File: src/rtl/los_pkg.sv
// Package: shared type for the release-span tracker.
// Assumes: nothing beyond IEEE 1800-2017.
package los_pkg;
    typedef enum logic {
        SPAN_IDLE = 1'b0,
        SPAN_OPEN = 1'b1
    } span_state_e;
endpackage

File: src/rtl/los_zero_run.sv
// Module: los_zero_run
// Counts consecutive zero bit periods, saturating at ASSERT_ZEROS, and
// pulses run_hit_o on the bit period that completes the run.
// Assumes: bit_en_i is high for exactly one clock per bit period.
module los_zero_run #(
    parameter int ASSERT_ZEROS = 175
) (
    input  logic clk,
    input  logic rst_n,
    input  logic bit_en_i,
    input  logic mark_i,
    output logic run_hit_o
);
    localparam int ZW = $clog2(ASSERT_ZEROS + 1);
    localparam logic [ZW-1:0] Z_LAST = ZW'(ASSERT_ZEROS - 1);
    localparam logic [ZW-1:0] Z_SAT  = ZW'(ASSERT_ZEROS);

    logic [ZW-1:0] zcnt_q;

    // completion of the zero run on this bit period
    assign run_hit_o = bit_en_i && !mark_i && (zcnt_q == Z_LAST);

    // zero-run counter: cleared by marks, saturates at the limit
    always_ff @(posedge clk) begin
        if (!rst_n) begin
            zcnt_q <= '0;
        end else if (bit_en_i) begin
            if (mark_i) begin
                zcnt_q <= '0;
            end else if (zcnt_q != Z_SAT) begin
                zcnt_q <= zcnt_q + 1'b1;
            end
        end
    end
endmodule

File: src/rtl/los_release_win.sv
// Module: los_release_win
// While armed_i is high, tracks a candidate span opened by a mark and
// pulses release_o on the bit that brings MIN_MARKS marks within
// WIN_LEN bit periods. A zero run above MAX_GAP or a span reaching
// WIN_LEN bits abandons the span; a mark on the abandoning bit reopens it.
// Assumes: MIN_MARKS >= 2, WIN_LEN > MIN_MARKS.
module los_release_win
    import los_pkg::*;
#(
    parameter int WIN_LEN   = 32,
    parameter int MIN_MARKS = 3,
    parameter int MAX_GAP   = 15
) (
    input  logic clk,
    input  logic rst_n,
    input  logic armed_i,
    input  logic bit_en_i,
    input  logic mark_i,
    output logic release_o
);
    localparam int WW = $clog2(WIN_LEN + 1);
    localparam int MW = $clog2(MIN_MARKS + 1);
    localparam int GW = $clog2(MAX_GAP + 2);
    localparam logic [WW-1:0] W_END = WW'(WIN_LEN);
    localparam logic [MW-1:0] M_TGT = MW'(MIN_MARKS);
    localparam logic [GW-1:0] G_MAX = GW'(MAX_GAP);

    span_state_e   st_q, st_d;
    logic [WW-1:0] wcnt_q, wcnt_d, w_inc;
    logic [MW-1:0] mcnt_q, mcnt_d, m_inc;
    logic [GW-1:0] gap_q, gap_d, g_inc;

    // candidate values if the current bit is taken into the span
    always_comb begin
        w_inc = wcnt_q + 1'b1;
        m_inc = mcnt_q + MW'(mark_i);
        g_inc = mark_i ? '0 : (gap_q + 1'b1);
    end

    // span decision for this cycle
    always_comb begin
        st_d      = st_q;
        wcnt_d    = wcnt_q;
        mcnt_d    = mcnt_q;
        gap_d     = gap_q;
        release_o = 1'b0;
        if (!armed_i) begin
            st_d   = SPAN_IDLE;
            wcnt_d = '0;
            mcnt_d = '0;
            gap_d  = '0;
        end else if (bit_en_i) begin
            if (st_q == SPAN_IDLE) begin
                if (mark_i) begin
                    st_d   = SPAN_OPEN;
                    wcnt_d = WW'(1);
                    mcnt_d = MW'(1);
                    gap_d  = '0;
                end
            end else if (m_inc == M_TGT) begin
                release_o = 1'b1;
                st_d      = SPAN_IDLE;
                wcnt_d    = '0;
                mcnt_d    = '0;
                gap_d     = '0;
            end else if ((g_inc > G_MAX) || (w_inc == W_END)) begin
                st_d   = mark_i ? SPAN_OPEN : SPAN_IDLE;
                wcnt_d = mark_i ? WW'(1) : '0;
                mcnt_d = mark_i ? MW'(1) : '0;
                gap_d  = '0;
            end else begin
                wcnt_d = w_inc;
                mcnt_d = m_inc;
                gap_d  = g_inc;
            end
        end
    end

    // span state registers
    always_ff @(posedge clk) begin
        if (!rst_n) begin
            st_q   <= SPAN_IDLE;
            wcnt_q <= '0;
            mcnt_q <= '0;
            gap_q  <= '0;
        end else begin
            st_q   <= st_d;
            wcnt_q <= wcnt_d;
            mcnt_q <= mcnt_d;
            gap_q  <= gap_d;
        end
    end
endmodule

File: src/rtl/los_irq.sv
// Module: los_irq
// Sticky change flag with clear strobe and maskable active-low request.
// Assumes: change_i and clr_i are single-cycle events; a change wins.
module los_irq (
    input  logic clk,
    input  logic rst_n,
    input  logic change_i,
    input  logic clr_i,
    input  logic mask_i,
    output logic flag_o,
    output logic irq_n_o
);
    logic flag_q;

    // sticky flag: set on change, cleared by strobe, set has priority
    always_ff @(posedge clk) begin
        if (!rst_n) begin
            flag_q <= 1'b0;
        end else if (change_i) begin
            flag_q <= 1'b1;
        end else if (clr_i) begin
            flag_q <= 1'b0;
        end
    end

    assign flag_o  = flag_q;
    assign irq_n_o = !(flag_q && !mask_i);
endmodule

File: src/rtl/los_monitor.sv
// Module: los_monitor (top)
// Loss-of-signal status for a recovered bit stream: asserted at reset and
// after ASSERT_ZEROS zero bits, released by the span rule in
// los_release_win. Gates receive data while in loss and raises a
// maskable change interrupt.
// Assumes: one bit_en_in pulse per bit period, mark_in valid with it.
module los_monitor #(
    parameter int ASSERT_ZEROS = 175,
    parameter int WIN_LEN      = 32,
    parameter int MIN_MARKS    = 3,
    parameter int MAX_GAP      = 15
) (
    input  logic clk,
    input  logic rst_n,
    input  logic bit_en_in,
    input  logic mark_in,
    input  logic rx_pos_in,
    input  logic rx_neg_in,
    input  logic bypass_in,
    input  logic irq_mask_in,
    input  logic irq_clr_in,
    output logic los_out,
    output logic rx_pos_out,
    output logic rx_neg_out,
    output logic irq_n_out,
    output logic chg_flag_out
);
    logic los_q;
    logic run_hit;
    logic rel_hit;
    logic los_change;
    logic pass_en;

    los_zero_run #(
        .ASSERT_ZEROS(ASSERT_ZEROS)
    ) u_zero (
        .clk      (clk),
        .rst_n    (rst_n),
        .bit_en_i (bit_en_in),
        .mark_i   (mark_in),
        .run_hit_o(run_hit)
    );

    los_release_win #(
        .WIN_LEN  (WIN_LEN),
        .MIN_MARKS(MIN_MARKS),
        .MAX_GAP  (MAX_GAP)
    ) u_win (
        .clk      (clk),
        .rst_n    (rst_n),
        .armed_i  (los_q),
        .bit_en_i (bit_en_in),
        .mark_i   (mark_in),
        .release_o(rel_hit)
    );

    // status change event in either direction
    assign los_change = (run_hit && !los_q) || (rel_hit && los_q);

    // loss status register, high out of reset
    always_ff @(posedge clk) begin
        if (!rst_n) begin
            los_q <= 1'b1;
        end else if (run_hit) begin
            los_q <= 1'b1;
        end else if (rel_hit) begin
            los_q <= 1'b0;
        end
    end

    los_irq u_irq (
        .clk     (clk),
        .rst_n   (rst_n),
        .change_i(los_change),
        .clr_i   (irq_clr_in),
        .mask_i  (irq_mask_in),
        .flag_o  (chg_flag_out),
        .irq_n_o (irq_n_out)
    );

    // receive data gating
    assign pass_en    = !los_q || bypass_in;
    assign rx_pos_out = rx_pos_in && pass_en;
    assign rx_neg_out = rx_neg_in && pass_en;
    assign los_out    = los_q;
endmodule

File: config.mk
export PLATFORM = sky130hd
export DESIGN_NAME = los_monitor
export DESIGN_NICKNAME = d
export VERILOG_FILES = /design/src/rtl/los_pkg.sv /design/src/rtl/los_zero_run.sv /design/src/rtl/los_release_win.sv /design/src/rtl/los_irq.sv /design/src/rtl/los_monitor.sv
export SDC_FILE = /design/constraint.sdc
export NUM_CORES = 1
export LEC_CHECK = 0
export BUFFER_PORTS_ARGS = -buffer_cell sky130_fd_sc_hd__buf_2
export CAP_MARGIN = 10
export CELL_PAD_IN_SITES_DETAIL_PLACEMENT = 1
export CELL_PAD_IN_SITES_GLOBAL_PLACEMENT = 1
export CORE_MARGIN = 1.5
export CORE_UTILIZATION = 40
export DETAILED_ROUTE_END_ITERATION = 10
export GPL_ROUTABILITY_DRIVEN = 0
export PLACE_DENSITY = 0.72
export SLEW_MARGIN = 20
export SYNTH_ARGS = -nofsm -noshare
export SYNTH_HDL_FRONTEND = slang
export SYNTH_HIERARCHICAL = 1
export SYNTH_SLANG_ARGS = --single-unit
File: constraint.sdc
create_clock -name clk -period 1.5 [get_ports clk]
set_input_delay 0.075 -clock clk [delete_from_list [all_inputs] [get_ports clk]]
set_output_delay 0.075 -clock clk [all_outputs]
set_load 0.02 [all_outputs]
[Word-level counts from Yosys, hierarchy flattened]
Cells that the tools add are included.
Word-level totals
  register bits: 24
  bits of input ports: 9
  output and inout port bits: 5
  logic and storage cells: 65
Operators by class
  add/sub/neg operators: 4
  $lt $le $gt $ge: 1
  equal/unequal tests: 4
  mux-type cells: 27
  bitwise logic cells: 1
  reduce and logical (&&, ||, !) cells: 21
Operators by type and width (number)
  5-bit two-way mux: 5
  6-bit two-way mux: 4
  8-bit two-way mux: 2
  1-bit two-way mux: 12
  8-bit by 1-bit adder with 8-bit output (second input constant): 1
  8-bit == test (second input constant): 1
  2-bit two-way mux: 4
  8-bit != test (second input constant): 1
  1-bit logical AND: 7
  6-bit by 1-bit adder with 6-bit output (second input constant): 1
  6-bit == test (second input constant): 1
  2-bit AND reduction: 3
  2-bit nonzero test: 3
  5-bit by 1-bit adder with 5-bit output (second input constant): 1
  5-bit by 4-bit greater-than comparator with 1-bit output (second input constant): 1
  1-bit logical NOT: 4
  1-bit logical OR: 3
  2-bit by 1-bit adder with 2-bit output: 1
  2-bit == test (second input constant): 1
  2-bit OR reduction: 1
  1-bit inverter: 1

[Longest topological paths before layout]
Gate-level depths: netlist (run 1).
  word-level depth: 9
  mapped depth: 7
  depth with buffers taken out: 6

[Cells and area by module]
Netlist (run 1), hierarchy kept.
By module, submodules not included
  los_release_win: times used 1, cells an instance 96, area each 834.6 sq um, seq. area each 280.3 sq um
  los_zero_run: times used 1, cells an instance 54, area each 475.5 sq um, seq. area each 160.2 sq um
  los_monitor: times used 1, cells an instance 7, area each 67.6 sq um, seq. area each 20.0 sq um
  los_irq: times used 1, cells an instance 4, area each 47.5 sq um, seq. area each 20.0 sq um

[Worst setup path after synthesis (run 1)]
OpenSTA, ideal clock, no wires.
  path kind: register to register
  start: reg u_win.gap_q[0]
  end: reg u_win.gap_q[2]
  library setup time: 74 ps
  data arrival time: 1563 ps
  data required time: 1426 ps
  slack: -138 ps
  cell stages (with the launch flop): 8
  path buffers: 1
  period minus slack after synthesis: 1638 ps
  cells stage by stage: dfxtp_1 ha_1 nand3_1 mux2_4 nor3b_4 buf_6 nand4b_1 a31oi_1
Between the ends
  word-level cells in the longest chain between the ends: 7
Ends and longest elaborated chain
  start: declaration: line los_release_win.sv:31  | logic [GW-1:0] gap_q, gap_d, g_inc;
  start signal: assignment: line los_release_win.sv:90  | gap_q <= gap_d;
  5-bit by 1-bit adder with 5-bit output (*): line los_release_win.sv:37  | g_inc = mark_i ? '0 : (gap_q + 1'b1);
  5-bit two-way mux (*): line los_release_win.sv:37
  5-bit by 4-bit greater-than comparator with 1-bit output: line los_release_win.sv:66  | end else if ((g_inc > G_MAX) || (w_inc == W_END)) begin
  1-bit logical OR: line los_release_win.sv:66
  5-bit two-way mux (*): line los_release_win.sv:66
  5-bit two-way mux (*): line los_release_win.sv:60  | end else if (m_inc == M_TGT) begin
  5-bit two-way mux (*): line los_release_win.sv:53  | if (st_q == SPAN_IDLE) begin
Mark *: on every way between the ends. The rest lies on a longest branch, timed or not.
A chain may end at the register's enable or synchronous reset.

[Final worst setup path (run 1)]
  start: reg u_win.gap_q[0]
  end: reg u_win.wcnt_q[3]
Between the ends
  word-level cells in the longest chain between the ends: 7
Ends and longest elaborated chain
  5-bit by 1-bit adder with 5-bit output: line los_release_win.sv:37
  5-bit two-way mux: line los_release_win.sv:37
  5-bit by 4-bit greater-than comparator with 1-bit output: line los_release_win.sv:66
  1-bit logical OR: line los_release_win.sv:66
  6-bit two-way mux: line los_release_win.sv:66
  6-bit two-way mux: line los_release_win.sv:60
  6-bit two-way mux: line los_release_win.sv:53
  end signal: assignment: line los_release_win.sv:88  | wcnt_q <= wcnt_d;
  end: declaration: line los_release_win.sv:29  | logic [WW-1:0] wcnt_q, wcnt_d, w_inc;
Every way passes these cells.

==> results of run 1 <==
-- power by group through the flow --
stage	clock, W	sequential (W)	combinational, W
final	0.000487	0.000658	0.000209
after floorplan	0	0.000671	0.0000913
after global placement	0	0.000670	0.000160
after global routing	0.000525	0.000660	0.000226
after CTS	0.000504	0.000659	0.000185
after detailed placement	0	0.000671	0.000171
-- worst max-delay path, cell delays in order (launching register included) --
cell	delay [ns]
dfxtp_2	0.38
ha_4	0.14
nand3_2	0.08
mux2_4	0.33
nor3b_4	0.28
buf_6	0.16
buf_6	0.08
o211ai_1	0.09
o21ai_1	0.13
-- per-layer routing --
metal	wire (um)	part of all wire (%)
met3	114	2.3
met4	121	2.5
met5	0	0
met1	2130	44
met2	2520	52
-- cells by family after synthesis --
family,synth area share (%)
buffers and inverters,3.51
and+or+nand+nor,34.8
AOI/OAI and AO/OA,21.5
adders and majority gates,4.39
DFF,33.7
muxes,2.11
-- final timing paths --
| check | cells after the start | end | slack (ns) | from |
|---|---|---|---|---|
| setup / recovery | 8 | u_win/wcnt_q[3]$_SDFFE_PN0P_ | -0.26 | u_win/gap_q[0]$_SDFFE_PN0P_ |
| hold / removal | 2 | u_win/st_q$_SDFFE_PN0P_ | 0.05 | bit_en_in |
| setup reg to reg | 8 | u_win/wcnt_q[3]$_SDFFE_PN0P_ | -0.26 | u_win/gap_q[0]$_SDFFE_PN0P_ |
| hold reg to reg | 2 | u_zero/zcnt_q[1]$_SDFFE_PN0P_ | 0.51 | u_zero/zcnt_q[1]$_SDFFE_PN0P_ |
-- flip-flops by register name, indices dropped and copies added (netlist names) --
name           cells
u_zero/zcnt_q      8
u_win/wcnt_q       6
u_win/gap_q        5
u_win/mcnt_q       2
los_out            1
u_irq/flag_o       1
u_win/st_q         1
-- layout make-up --
cell class / instances / area, um^2
Sequential cell: 24 / 494
Clock buffer: 3 / 22.5
Tap cell: 46 / 57.6
Clock inverter: 1 / 30.0
Inverter: 3 / 11.3
Timing Repair Buffer: 56 / 430
Multi-Input combinational cell: 128 / 1030
Fill cell: 398 / 1310
-- timing repair --
| item | in CTS | in global routing |
|---|---|---|
| setup endpoints to repair | 21 | 23 |
| buffers inserted | 4 | 4 |
| pin swaps | 12 | 11 |
| gates resized for setup | 17 | 17 |
-- Yosys cell counts, types with 2 or more instances --
cell type / instances / area share (%)
a21boi_1: 2 / 1.1
a21oi_1: 6 / 2.1
a31oi_1: 7 / 3.1
a32oi_1: 3 / 1.8
a41oi_1: 2 / 1.2
and2_1: 3 / 1.3
and3_1: 4 / 1.8
clkbuf_1: 2 / 0.53
dfxtp_1: 24 / 34
ha_1: 5 / 4.4
inv_1: 3 / 0.79
mux2_4: 2 / 2.1
nand2_1: 13 / 3.4
nand2b_1: 3 / 1.3
nand3_1: 10 / 3.5
nand3b_1: 4 / 2.1
nand4_1: 4 / 1.8
nand4b_1: 5 / 3.1
nor2_1: 13 / 3.4
nor2b_1: 5 / 2.2
nor3b_1: 2 / 1.1
o211ai_1: 5 / 2.6
o21a_1: 2 / 1.1
o21ai_0: 4 / 1.4
o21ai_1: 4 / 1.4
o221a_1: 2 / 1.6
o22ai_1: 2 / 0.88
or2_2: 2 / 0.88
or3_1: 2 / 0.88
-- per-stage QoR --
step,area (um^2),utilization (%),power (W)
final,2080,61.3,0.00135
after global routing,2080,61.3,0.00141
after CTS,1970,58.0,0.00135
after detailed placement,1820,53.6,0.000842
after global placement,1820,53.6,0.000830
after floorplan,1470,-,0.000762
==> results by group, run 1 <==
Worst hold path
  – HP Class: in -> reg

Setup path
  – Critical path class: reg -> reg
  – Critical path endpoint category: flop
  – WP data arrival: 2.01 ns
  – Setup crit start kind: flop
  – Max FO, Critical Path: 4
  – Required time worst endpoint: 1.76 ns

Floorplan
  – Initial core utilization: 42.0%
  – Die W: 62.7 um
  – # rows: 21
  – Die Area: 3930 um^2
  – Die height: 62.7 um
  – Io pins: 14
  – Core footprint: 3390 um^2

Timing
  – Final period utilization: 117%
  – Worst Clk Skew: 0.00812 ns
  – Max transition margin: 78.4%
  – Worst Hold Margin: 0.0497 ns
  – Period minus WS final: 1.76 ns
  – Hold Vio Cnt, Final: 0
  – Worst setup margin: -0.255 ns
  – FMAX: 570 MHz
  – TNS Setup: -3.47 ns
  – RSZ-0062 raised after global routing: yes
  – Slew of the pin with the lowest slew margin: 0.324 ns
  – Setup violators final: 22
  – Pins Over Slew Limit: 0

Synthesis
  – Unique masters post-synth: 45
  – Synth Area per Inst: 8.85 um^2
  – Ys async rst share: 0%
  – Yosys reg bits: 24
  – Post-synthesis cell count: 161
  – Sequential share of the synthesized area: 33.7%
  – Syn_nets: 175
  – EDFF count, synth: 0
  – Ys Warns: 6
  – Top FF cell, synth: dfxtp_1
  – Synthesized cell area: 1430 um^2

Finish
  – Commonest non-fill, non-tap cell in the layout: buf_4
  – Area Growth Syn to Fin: 45.7%
  – Commonest cells after routing, fill and taps aside: buf_4, dfxtp_1, buf_2, nand2_1, nor2_1
  – Share of cells above drive strength 1: 47.4%
  – Final net count: 230
  – Diode count: 0
  – Layout Cells excl Fill: 261

Pwr
  – Sequential Power Share: 48.6%
  – Cell-internal power: 0.00101 W
  – Power per cell area: 652 nW/um^2
  – Clock power frac: 36.0%
  – P_sw: 0.000342 W
  – VDD IR-drop max: 374 uV
  – Net Sw Frac: 25.3%
  – P_leak: 0.804 nW
  – Logic pwr share: 15.4%

Clock network
  – CTS tree: done
  – Clk Latency, worst-skew pair: 0.33 ns
  – Post-cts hold buffer count: 0
  – Root Driver: clkbuf_4
  – CTS Buf Count: 3
  – Clk buf depth: 2
  – CTS H-Tree Depth: 1
  – Clock sink count: 24
  – Clock-pin slew on the worst setup and hold paths: 0.15 ns

Detailed routing
  – Final ANT Viol Nets: 0
  – Drt total wl: 4880 um
  – First-pass DRT Iterations: 4
  – DR WL/cell: 18.7 um
  – DR vias/cell: 5.87
  – Vias: 1533
  – 1st-iter DRT viols: 91
  – # DRC: 0

Global routing
  – GRT busiest layer: met2
  – Largest net degree at the start of global routing: 16
  – Global route overflow: 0
  – Global-route wire length before repair: 7430 um
  – GR Util met1: 27.2%
  – Grt met3 use: 3.24%
  – Initial antenna violation count: 0
  – Vias in the first global route: 1611
  – Grt met2 use: 44.1%
  – Total GRT Usage: 23.6%

Place
  – IO buf count: 13
  – DP HPWL: 3140 um
  – Post-Place Cells: 249
  – Placement Setup Slack: -0.242 ns

Flow run
  – Max-cap violations: 0

Outcome
  – Status: finished with violations
  – Failing checks: setup timing
Power figures use the tool's default switching activity.
==> run 2, diff against run 1 <==
--- a/config.mk
+++ b/config.mk
@@ -10,10 +10,11 @@
 export CELL_PAD_IN_SITES_DETAIL_PLACEMENT = 1
 export CELL_PAD_IN_SITES_GLOBAL_PLACEMENT = 1
 export CORE_MARGIN = 1.5
-export CORE_UTILIZATION = 40
+export CORE_UTILIZATION = 44
+export CTS_CLUSTER_DIAMETER = 100
 export DETAILED_ROUTE_END_ITERATION = 10
 export GPL_ROUTABILITY_DRIVEN = 0
-export PLACE_DENSITY = 0.72
+export PLACE_DENSITY = 0.75
 export SLEW_MARGIN = 20
 export SYNTH_ARGS = -nofsm -noshare
 export SYNTH_HDL_FRONTEND = slang
==> constraint.sdc (replaced) <==
create_clock -name clk -period 1.9 [get_ports clk]
set_input_delay 0.095 -clock clk [delete_from_list [all_inputs] [get_ports clk]]
set_output_delay 0.095 -clock clk [all_outputs]
set_load 0.02 [all_outputs]
==> run 2 against run 1 <==
The run now ends clean; via count is 16% lower; maximum frequency down 4.0%; clock skew down 0.0041 ns; cell area is 23% lower; non-clock buffer count is 36 lower; sequential power is 21% lower; hold slack improved by 0.041 ns; die area decreased by 8.7%; critical path depth is 1 lower.
==> results by group, run 2 (synthesis results as in run 1) <==
Outcome
  – Status: finished clean

Detailed routing
  – Vias: 1284 (-16%)
  – First-pass DRT Iterations: 4 (unchanged)
  – 1st-iter DRT viols: 50 (-45%)
  – Met2 Wirelength: 1770 um (-30%)
  – Met3 Routed Length: 52 um (-54%)
  – Drt total wl: 3360 um (-31%)
  – # DRC: 0 (unchanged)
  – Uppermost routed layer: met4
  – Met1 wire length: 1500 um (-29%)
  – Final ANT Viol Nets: 0 (unchanged)
  – DR WL/cell: 15.1 um (-19%)
  – DR vias/cell: 5.78 (-1.5%)

Setup path
  – Critical path class: reg -> reg
  – Critical path endpoint category: flop
  – Required time worst endpoint: 2.15 ns (+0.39 ns)
  – WP data arrival: 2.08 ns (+0.07 ns)
  – Max FO, Critical Path: 5 (+1)
  – Setup crit start kind: flop

Clock network
  – CTS tree: done
  – CTS Buf Count: 3 (unchanged)
  – Clk buf depth: 2 (unchanged)
  – Root Driver: clkbuf_4
  – Post-cts hold buffer count: 0 (unchanged)
  – Clk Latency, worst-skew pair: 0.32 ns (about the same)
  – CTS H-Tree Depth: 1 (unchanged)
  – Clock-pin slew on the worst setup and hold paths: 0.13 ns (-0.02 ns)
  – Clock sink count: 24 (unchanged)

Place
  – Post-Place Cells: 218 (-12%)
  – IO buf count: 13 (unchanged)
  – DP HPWL: 2550 um (-19%)

Pwr
  – Power per cell area: 535 nW/um^2 (-18%)
  – Net Sw Frac: 26.3% (+1.0 points)
  – Logic pwr share: 12.5% (-2.9 points)
  – P_leak: 0.577 nW (-28%)
  – Cell-internal power: 0.000628 W (-38%)
  – Tot Pwr: 0.000852 W (-37%)
  – P_sw: 0.000224 W (-34%)
  – Sequential Power Share: 61.1% (+13 points)
  – VDD IR-drop max: 329 uV (-12%)
  – Clock power frac: 26.4% (-9.6 points)

Finish
  – Share of cells above drive strength 1: 21.9% (-26 points)
  – Max reg flops: 8 (unchanged)
  – Area Growth Syn to Fin: 11.9%
  – Diode count: 0 (unchanged)
  – Register with the most flip-flops: u_zero/zcnt_q
  – Regs by FF count: u_zero/zcnt_q (8), u_win/wcnt_q (6), u_win/gap_q (5)
  – Commonest non-fill, non-tap cell in the layout: dfxtp_1
  – Commonest cells after routing, fill and taps aside: dfxtp_1, buf_2, nor2_1, nand2_1, nand3_1
  – Layout Cells excl Fill: 222 (-15%)
  – Final net count: 194 (-16%)

Global routing
  – Vias in the first global route: 1260 (-22%)
  – Largest net degree at the start of global routing: 17 (+1)
  – Global-route wire length before repair: 5550 um (-25%)
  – Total GRT Usage: 20.3% (-3.3 points)
  – Global route overflow: 0 (unchanged)
  – Initial antenna violation count: 0 (unchanged)

Timing
  – FMAX: 547 MHz (-4.0%)
  – Worst Clk Skew: 0.00406 ns (-0.00406 ns)
  – Period minus WS final: 1.83 ns (+0.0738 ns)
  – RSZ-0062 raised after global routing: yes
  – Final period utilization: 96.3% (-21 points)
  – Setup violators final: 0 (-100%)
  – Slew of the pin with the lowest slew margin: 0.781 ns (+0.458 ns)
  – Pins Over Slew Limit: 0 (unchanged)
  – Hold Vio Cnt, Final: 0 (unchanged)
  – Max transition margin: 47.6% (-31 points)
  – Worst Hold Margin: 0.0912 ns (+0.0415 ns)

Worst hold path
  – HP Class: in -> reg

Floorplan
  – Core footprint: 3050 um^2 (-9.9%)
  – Initial core utilization: 46.7% (+4.6 points)
  – Die W: 59.9 um (-4.4%)
  – Die height: 59.9 um (-4.4%)
  – # rows: 20 (-4.8%)
  – Die Area: 3590 um^2 (-8.7%)
  – Io pins: 14 (unchanged)

Flow run
  – Max-cap violations: 0 (unchanged)
[run 2: cell count changes in the layout (fill, tap and decap cells not counted), moves of 5 or more]
| cell | previous run | this run |
|---|---|---|
| buf_4 | 34 | 6 |
| dfxtp_1 | 17 | 22 |
| buf_6 | 8 | 1 |
| nand3_1 | 5 | 10 |
| nand3_2 | 5 | 0 |
[run 2: repair_timing]
item / CTS / global route
setup endpoints to repair: 0 / 8
setup buffers: 0 / 1
endpoints found under the hold margin: 0 / 0
resized for setup: 0 / 4
[run 2: through the flow]
stage	area, um^2	setup TNS, ns	utilization (%)	setup slack, ns
6_report	1590	0	52.2	0.0711
5_1_grt	1590	-0.0210	52.2	-0.00877
4_1_cts	1570	0	51.6	0.0557
3_5_place_dp	1550	0	50.8	0.0817
3_3_place_gp	1550	0	50.8	0.170
2_1_floorplan	1430	0	-	0.262
[run 2: power by group through the flow]
stage | Clock [W] | Combinational, W | Sequential (W)
finish | 0.000225 | 0.000107 | 0.000520
global route | 0.000255 | 0.000119 | 0.000522
CTS | 0.000233 | 0.000105 | 0.000520
detailed placement | 0 | 0.000104 | 0.000531
global placement | 0 | 0.000100 | 0.000531
floorplan | 0 | 0.0000707 | 0.000529
[run 2: cell type report]
| cell class | instances | area, um^2 |
|---|---|---|
| fillers | 383 | 1460 |
| clock buffers | 3 | 22.5 |
| well taps | 44 | 55.1 |
| inverters | 3 | 11.3 |
| repair buffers | 20 | 121 |
| flip-flops and latches | 24 | 483 |
| multi-input cells | 128 | 901 |
[run 2: worst max-delay path, stage by stage (launching register included)]
cell and delay (ns):
dfxtp_2 0.35, ha_1 0.22, nand3_1 0.11, mux2_4 0.33
nor3b_4 0.30, buf_4 0.18, nand4b_1 0.10, a31oi_1 0.17
[run 2: path summary, 6_finish.rpt]
path                                  endpoint  slack, ns                    startpoint  cells after the start
hold reg to reg   u_win/mcnt_q[1]$_SDFFE_PN0P_       0.48  u_win/mcnt_q[1]$_SDFFE_PN0P_                      2
hold / removal       u_irq/flag_o$_SDFFE_PN0P_       0.09                    irq_clr_in                      3
setup / recovery  u_win/wcnt_q[2]$_SDFFE_PN0P_       0.07   u_win/gap_q[0]$_SDFFE_PN0P_                      7
setup reg to reg  u_win/wcnt_q[2]$_SDFFE_PN0P_       0.07   u_win/gap_q[0]$_SDFFE_PN0P_                      7
[run 2: routing by layer]
metal | vias up | GRT usage, %
met3 | 6 | 3.25
met1 | 628 | 23.9
met4 | 0 | 6.03
met2 | 8 | 37.3
met5 | - | 0
li1 | 642 | -
==> run 3, diff against run 2 <==
--- a/config.mk
+++ b/config.mk
@@ -15,6 +15,7 @@
 export DETAILED_ROUTE_END_ITERATION = 10
 export GPL_ROUTABILITY_DRIVEN = 0
 export PLACE_DENSITY = 0.75
+export REMOVE_ABC_BUFFERS = 1
 export SLEW_MARGIN = 20
 export SYNTH_ARGS = -nofsm -noshare
 export SYNTH_HDL_FRONTEND = slang
==> run 3 against run 2 <==
First-iteration DRC count decreased by 24%; clock power is 24% higher; critical path depth did not move; sequential share of layout area fell by 0.77 points; die area unchanged; critical path type unchanged.
==> results by group, run 3 (synthesis results as in run 1) <==
Timing
  – Worst Hold Margin: 0.0905 ns (-0.000644 ns)
  – Setup violators final: 0 (unchanged)
  – Period minus WS final: 1.78 ns (-0.0441 ns)
  – Max transition margin: 69.3% (+22 points)
  – Pins Over Slew Limit: 0 (unchanged)
  – Slew of the pin with the lowest slew margin: 0.460 ns (-0.321 ns)
  – Hold Vio Cnt, Final: 0 (unchanged)
  – Final period utilization: 93.9% (-2.3 points)
  – Worst Clk Skew: 0.0112 ns (+0.00717 ns)
  – FMAX: 560 MHz (+2.5%)

Detailed routing
  – Final ANT Viol Nets: 0 (unchanged)
  – 1st-iter DRT viols: 38 (-24%)
  – DR WL/cell: 15.9 um (+5.2%)
  – First-pass DRT Iterations: 4 (unchanged)
  – Vias: 1307 (+1.8%)
  – Drt total wl: 3580 um (+6.6%)
  – # DRC: 0 (unchanged)
  – DR vias/cell: 5.81 (+0.43%)

Clock network
  – Clock-pin slew on the worst setup and hold paths: 0.14 ns (about the same)
  – Clk buf depth: 2 (unchanged)
  – Clock sink count: 24 (unchanged)
  – Root Driver: clkbuf_4
  – CTS tree: done
  – CTS Buf Count: 3 (unchanged)
  – CTS H-Tree Depth: 1 (unchanged)
  – Clk Latency, worst-skew pair: 0.32 ns (about the same)

Finish
  – Commonest cells after routing, fill and taps aside: dfxtp_1, buf_2, nor2_1, nand2_1, nand3_1
  – Area Growth Syn to Fin: 15.4%
  – Filler instances: 392 (+2.3%)
  – Multi-input logic area: 916 um^2 (+1.7%)
  – Diode count: 0 (unchanged)
  – Max reg flops: 8 (unchanged)
  – Commonest non-fill, non-tap cell in the layout: dfxtp_1
  – Register with the most flip-flops: u_zero/zcnt_q
  – Sequential cell area: 485 um^2 (+0.52%)
  – Share of cells above drive strength 1: 23.8% (+1.8 points)
  – Final net count: 196 (+1.0%)
  – Fin area: 1640 um^2 (+3.1%)
  – Regs by FF count: u_zero/zcnt_q (8), u_win/wcnt_q (6), u_win/gap_q (5)

Global routing
  – Global route overflow: 0 (unchanged)
  – Initial antenna violation count: 0 (unchanged)
  – Largest net degree at the start of global routing: 16 (-1)
  – Total GRT Usage: 23.0% (+2.7 points)
  – Vias in the first global route: 1350 (+7.1%)
  – Global-route wire length before repair: 6310 um (+14%)

Setup path
  – WP data arrival: 2.04 ns (-0.04 ns)
  – Setup crit start kind: flop
  – Max FO, Critical Path: 6 (+1)
  – Required time worst endpoint: 2.15 ns (about the same)
  – Critical path class: reg -> reg
  – Critical path endpoint category: flop

Pwr
  – Power per cell area: 551 nW/um^2 (+3.1%)
  – P_leak: 0.594 nW (+2.9%)
  – VDD IR-drop max: 230 uV (-30%)

Floorplan
  – Die Area: 3590 um^2 (unchanged)
  – # rows: 20 (unchanged)
  – Initial core utilization: 46.7% (unchanged)
  – Io pins: 14 (unchanged)
  – Die W: 59.9 um (unchanged)
  – Die height: 59.9 um (unchanged)
  – Core footprint: 3050 um^2 (unchanged)

Place
  – IO buf count: 13 (unchanged)
  – Cell Area, Placed: 1560 um^2 (+0.48%)
  – DP HPWL: 2580 um (+0.95%)

Outcome
  – Status: finished clean

Flow run
  – Max-cap violations: 0 (unchanged)

Worst hold path
  – HP Class: in -> reg
run 3: cell types whose count changed in the layout (fill, tap and decap cells not counted), sizes merged:
| cell | change |
|---|---|
| buf | +2 |
| clkbuf | +1 |
run 3: per-layer routing:
layer	GRT usage, %	routed length (um)	vias up
met2	36.3	1790	7
met1	31.6	1690	643
met3	2.16	35	6
li1	-	-	651
met4	10.2	63	0
met5	0	0	-
run 3: repair_timing:
item,4_1_cts,5_1_grt
resized for setup,0,10
setup buffers,0,1
endpoints found under the setup margin,0,9
hold buffers,0,0
run 3: through the flow:
| step | total power (W) | TNS (ns) | instances | util [%] | setup slack (ns) |
|---|---|---|---|---|---|
| 2_1_floorplan | 0.000589 | 0 | 155 | - | 0.110 |
| 3_3_place_gp | 0.000631 | 0 | 219 | 51.1 | 0.179 |
| 3_5_place_dp | 0.000637 | 0 | 219 | 51.1 | 0.101 |
| 4_1_cts | 0.000923 | 0 | 223 | 52.3 | 0.0659 |
| 5_1_grt | 0.000963 | -0.000600 | 225 | 53.9 | -0.000600 |
| 6_report | 0.000906 | 0 | 225 | 53.9 | 0.115 |
run 3: worst max-delay path: stages (launching register included):
cell and delay [ns]:
dfxtp_4 0.39, ha_4 0.16, nand3_1 0.10, mux2_4 0.33, nor3b_4 0.29, buf_6 0.17
nand4b_1 0.10, a31oi_1 0.19
run 3: cell type report:
type | count | area share (%)
inverters | 3 | 0.685
multi-input cells | 128 | 55.7
flip-flops and latches | 24 | 29.5
clock buffers | 4 | 2.21
repair buffers | 22 | 8.52
well taps | 44 | 3.35
run 3: path summary, 6_finish.rpt:
check / to / start / slack [ns] / cells after the start
worst min register to register: u_win/mcnt_q[1]$_SDFFE_PN0P_ / u_win/mcnt_q[1]$_SDFFE_PN0P_ / 0.48 / 2
worst max register to register: u_win/wcnt_q[2]$_SDFFE_PN0P_ / u_win/gap_q[0]$_SDFFE_PN0P_ / 0.12 / 7
worst max-delay path: u_win/wcnt_q[2]$_SDFFE_PN0P_ / u_win/gap_q[0]$_SDFFE_PN0P_ / 0.12 / 7
worst min-delay path: los_out$_SDFFE_PP1P_ / rst_n / 0.09 / 2
run 3: report_power, final:
part	total, W	internal [W]	switching, W
registers	0.000520	0.000511	0.00000942
logic	0.000109	0.0000439	0.0000648
clock network	0.000278	0.000117	0.000160
